===== config.mk =====
export PLATFORM = sky130hd
export DESIGN_NAME = udc_counter
export DESIGN_NICKNAME = d
export VERILOG_FILES = /design/src/rtl/udc_pkg.sv /design/src/rtl/udc_strobe_sync.sv /design/src/rtl/udc_step_decode.sv /design/src/rtl/udc_count_core.sv /design/src/rtl/udc_terminal.sv /design/src/rtl/udc_counter.sv
export SDC_FILE = /design/constraint.sdc
export NUM_CORES = 1
export LEC_CHECK = 0
export BUFFER_PORTS_ARGS = -buffer_cell sky130_fd_sc_hd__buf_2
export CELL_PAD_IN_SITES_DETAIL_PLACEMENT = 2
export CELL_PAD_IN_SITES_GLOBAL_PLACEMENT = 2
export CORE_MARGIN = 2
export CORE_UTILIZATION = 25
export CTS_BUF_LIST = sky130_fd_sc_hd__clkbuf_8 sky130_fd_sc_hd__clkbuf_16
export DETAILED_ROUTE_END_ITERATION = 10
export MAX_ROUTING_LAYER = met4
export PLACE_DENSITY_LB_ADDON = 0.05
export SYNTH_ARGS = -nofsm -noshare
export SYNTH_HDL_FRONTEND = slang
export SYNTH_SLANG_ARGS = --single-unit
export TNS_END_PERCENT = 1

===== constraint.sdc =====
create_clock -name clk -period 2.6 [get_ports clk]
set_input_delay 0.52 -clock clk [delete_from_list [all_inputs] [get_ports clk]]
set_output_delay 0.52 -clock clk [all_outputs]
set_load 0.01 [all_outputs]

===== src/rtl/udc_pkg.sv =====
package udc_pkg;

  typedef enum logic [2:0] {
    STEP_HOLD,
    STEP_INC,
    STEP_DEC,
    STEP_LOAD,
    STEP_CLR
  } step_e;

endpackage


===== src/rtl/udc_strobe_sync.sv =====
module udc_strobe_sync #(
  parameter int STAGES = 2
) (
  input  logic clk,
  input  logic strobe_in,
  output logic level,
  output logic rise
);

  logic [STAGES-1:0] chain;
  logic              prev;

  generate
    for (genvar g = 0; g < STAGES; g++) begin : g_stage
      if (g == 0) begin : g_first
        always_ff @(posedge clk) chain[0] <= strobe_in;
      end else begin : g_next
        always_ff @(posedge clk) chain[g] <= chain[g-1];
      end
    end
  endgenerate

  always_ff @(posedge clk) prev <= chain[STAGES-1];

  assign level = chain[STAGES-1];
  assign rise  = chain[STAGES-1] & ~prev;

endmodule


===== src/rtl/udc_step_decode.sv =====
module udc_step_decode
  import udc_pkg::*;
(
  input  logic  clear,
  input  logic  load_n,
  input  logic  up_level,
  input  logic  up_rise,
  input  logic  dn_level,
  input  logic  dn_rise,
  output step_e step
);

  always_comb begin
    if (clear)
      step = STEP_CLR;
    else if (!load_n)
      step = STEP_LOAD;
    else if (up_rise && !dn_rise && dn_level)
      step = STEP_INC;
    else if (dn_rise && !up_rise && up_level)
      step = STEP_DEC;
    else
      step = STEP_HOLD;
  end

endmodule


===== src/rtl/udc_count_core.sv =====
module udc_count_core
  import udc_pkg::*;
#(
  parameter int WIDTH = 4
) (
  input  logic             clk,
  input  step_e            step,
  input  logic [WIDTH-1:0] preset,
  output logic [WIDTH-1:0] value
);

  localparam logic [WIDTH-1:0] ONE = WIDTH'(1);

  always_ff @(posedge clk) begin
    case (step)
      STEP_CLR:  value <= '0;
      STEP_LOAD: value <= preset;
      STEP_INC:  value <= value + ONE;
      STEP_DEC:  value <= value - ONE;
      default:   value <= value;
    endcase
  end

endmodule


===== src/rtl/udc_terminal.sv =====
module udc_terminal #(
  parameter int WIDTH = 4
) (
  input  logic [WIDTH-1:0] value,
  input  logic             up_level,
  input  logic             dn_level,
  output logic             carry_n,
  output logic             borrow_n
);

  localparam logic [WIDTH-1:0] TOP = '1;

  assign carry_n  = ~((value == TOP) & ~up_level);
  assign borrow_n = ~((value == '0) & ~dn_level);

endmodule


===== src/rtl/udc_counter.sv =====
module udc_counter
  import udc_pkg::*;
#(
  parameter int WIDTH       = 4,
  parameter int SYNC_STAGES = 2
) (
  input  logic             clk,
  input  logic             clear,
  input  logic             load_n,
  input  logic [WIDTH-1:0] preset,
  input  logic             up_strobe,
  input  logic             down_strobe,
  output logic [WIDTH-1:0] count,
  output logic             carry_n,
  output logic             borrow_n
);

  logic  up_level, up_rise;
  logic  dn_level, dn_rise;
  step_e step;

  udc_strobe_sync #(.STAGES(SYNC_STAGES)) u_up_sync (
    .clk(clk), .strobe_in(up_strobe), .level(up_level), .rise(up_rise)
  );

  udc_strobe_sync #(.STAGES(SYNC_STAGES)) u_dn_sync (
    .clk(clk), .strobe_in(down_strobe), .level(dn_level), .rise(dn_rise)
  );

  udc_step_decode u_decode (
    .clear(clear), .load_n(load_n),
    .up_level(up_level), .up_rise(up_rise),
    .dn_level(dn_level), .dn_rise(dn_rise),
    .step(step)
  );

  udc_count_core #(.WIDTH(WIDTH)) u_core (
    .clk(clk), .step(step), .preset(preset), .value(count)
  );

  udc_terminal #(.WIDTH(WIDTH)) u_term (
    .value(count), .up_level(up_level), .dn_level(dn_level),
    .carry_n(carry_n), .borrow_n(borrow_n)
  );

endmodule


==> metrics <==
actual slew at the worst max-slew pin 0.570 ns; sw frac 23.0%; largest cells by area after synthesis dfxtp_1 24%, edfxtp_1 24%, a2111oi_4 5.5%, ha_1 5.0%, fa_1 4.0%; asr flop ratio synth 0%; Routed WL about 1200 um; CTS buffer count 3; switching power just under 0.1 mW; outcome completed; Worst Path Required between 2 and 3 ns; Post-CTS Hold Buffers 0; worst-path cell chain buf_2 -> nor2b_2 -> nand3_2 -> nor2b_1 -> ha_1 -> a21o_1 -> a21oi_1 -> a211oi_1 -> a211o_1; Post-synth EDFFs 4; top-count cell post-synth dfxtp_1; minimum clock period 2.18 ns; max incr delay on CP 0.29 ns; routed vias/inst approximately 4.5; final setup fails 0; Final Cycle Share 84.0%; vias in the first global route ~430; Mapped Cells 44; WL per Instance 13.2 um; TNS Setup 0 ns; part of the power in registers around 44%; Worst Skew between 0.0006 and 0.0007 ns; leading cell types by count after synthesis 6 x dfxtp_1, 5 x nand2_1, 5 x nor2_1; fmax approximately 460 MHz; CP startpoint clear; placed cell count between 80 and 90; register-to-register path setup slack ~0.53 ns; slew margin rel. about three fifths; diode count 0; TritonRoute pass-1 iters 4; Yosys warning total 0; first-pass GRT wire length a little under 2000 um; synth unique cells 25; clock share of power a little under half; Root Buffer clkbuf_8; maximum clock path buffer count 2; clk_lat worst skew between 0.2 and 0.25 ns; Yosys top cell area share 24.0%; Antenna Nets Post-Route 0; #FFs+latches synth 10; CP max stage cell nor2b_1; Starting Density between 20% and 30%; Setup Crit Path Kind input pin to flip-flop; Fin. Hold Viols 0; routability cong. 0.717; Worst setup SP type input pin; synthesized area ~500 um2; post-synth net total 56; leakage just under 0.3 nW; die width 48.7 um; Global Route Usage Sum between 10% and 20%; CTS tree done; Syn-to-layout area delta 31.7%; core area ~0.0019 mm2; CP endpoint kind flip-flop; site row count 16; antenna violations before repair 0; largest net degree at the start of global routing 8; Seq/Total Area, Yosys between 40% and 50%; P per Cell Area ~650 mW/mm2; clk sinks 10; worst endpoint data arrival time between 2 and 2.5 ns; hold crit path type flip-flop to flip-flop; DIE AREA between 0.002 and 0.0025 mm2; P_int around 0.33 mW; share of cells above drive strength 1 between 30% and 40%; Die Y roughly 49 um; max_cap viols 0; I/O pin cnt 15; DR DRC count 0; Post-CTS Setup Repair Bufs 0; Pins Over Slew Limit 0; Gates resized, CTS repair 0; via count just under 400; Reg clk slew, reported paths ~0.05 ns; reg2reg start u_dn_sync.level; Final Non-Filler Cells approximately 90; Avg Inst Size Synth 11.4 um2; Synth Flop Type dfxtp_1; RSZ-0062 raised after global routing false; Synth area leader dfxtp_1; initial drt markers 4; Comb pwr share between 10% and 20%; critical path peak fanout 5; maximum vdd ir drop approximately 0.29 mV; Hold Startpoint u_up_sync.chain[0]; H-tree depth 1; Congestion Overflow GR 0; nets@finish 75; # port buffers 14
==> metrics by stage <==
stage          hold slack [ns]  total power [mW]  utilization, %  cell area [um2]  setup slack (ns)
3_5_place_dp             0.318             0.236            31.4              604             0.148
3_3_place_gp             0.313             0.233            31.4              604             0.239
5_1_grt                  0.334             0.449            34.3              659             0.279
2_1_floorplan            0.310             0.213               -              500             0.480
6_report                 0.325             0.428            34.3              659             0.416
4_1_cts                  0.330             0.436            34.3              659             0.391
==> power groups by stage <==
stage / Combinational (mW) / Sequential [mW] / Clock [mW]
global route: 0.0505 / 0.189 / 0.210
floorplan: 0.0240 / 0.189 / 0
finish: 0.0446 / 0.187 / 0.197
CTS: 0.0460 / 0.187 / 0.203
global placement: 0.0437 / 0.189 / 0
detailed placement: 0.0454 / 0.190 / 0
==> state kept, by name (all words and copies together) (netlist names) <==
name             flops
u_dn_sync.chain      1
u_up_sync.chain      1
u_core.value         4
u_dn_sync.level      1
u_up_sync.prev       1
u_up_sync.level      1
u_dn_sync.prev       1
==> worst max-delay path, delay by kind of cell <==
family,cells,cell delay (ns)
buf+inv,1,0.11
fa+ha+maj,1,0.29
compound gates,4,0.67
simple gates,3,0.59
==> placed cells by master (no fill, tap or decap), drive strengths merged <==
cell     netlist  final
nor2b          3      3
dfxtp          6      6
clkbuf         0      4
and2           1      1
ha             2      2
a21o           1      1
fa             1      1
edfxtp         4      4
nand3          2      2
xor2           1      1
nor2           5      5
and2b          1      1
nand2          6      6
a22o           2      2
buf            0     14
nor3           1      1
nand2b         2      2
o31ai          1      1
a2111oi        1      1
o21ai          1      1
a21oi          1      1
a211o          1      1
a211oi         1      1
==> cells by family after synthesis <==
kind of cell,share of synthesized area [%]
AO/OA/AOI/OAI,17.3
adder cells (fa/ha/maj),9.00
XOR/XNOR,1.75
flip-flops,48.0
AND/OR/NAND/NOR,24.0
==> area by class of cell <==
cell class                      instances  area, um2
Fill cell                             237       1260
Multi-Input combinational cell         34        260
Sequential cell                        10        240
Timing Repair Buffer                   14       70.1
Clock buffer                            4       55.1
Tap cell                               27       33.8
==> path summary, 6_finish.rpt <==
| check | depth (start not counted) | end |
|---|---|---|
| setup / recovery | 9 | u_core.value[3] |
| hold / removal | 0 | u_up_sync.level |
| setup reg to reg | 7 | u_core.value[3] |
| hold reg to reg | 0 | u_up_sync.level |
==> layer usage <==
| metal | share of wire [%] | vias to the layer above | wire [um] | track usage, % |
|---|---|---|---|---|
| li1 | - | 193 | - | - |
| met1 | 43 | 187 | 502 | 13.8 |
| met2 | 50 | 13 | 586 | 18.5 |
| met3 | 4.5 | 5 | 53 | 2.16 |
| met4 | 3.1 | 0 | 36 | 8.57 |
| met5 | 0 | - | 0 | - |
Power figures use the tool's default switching activity.
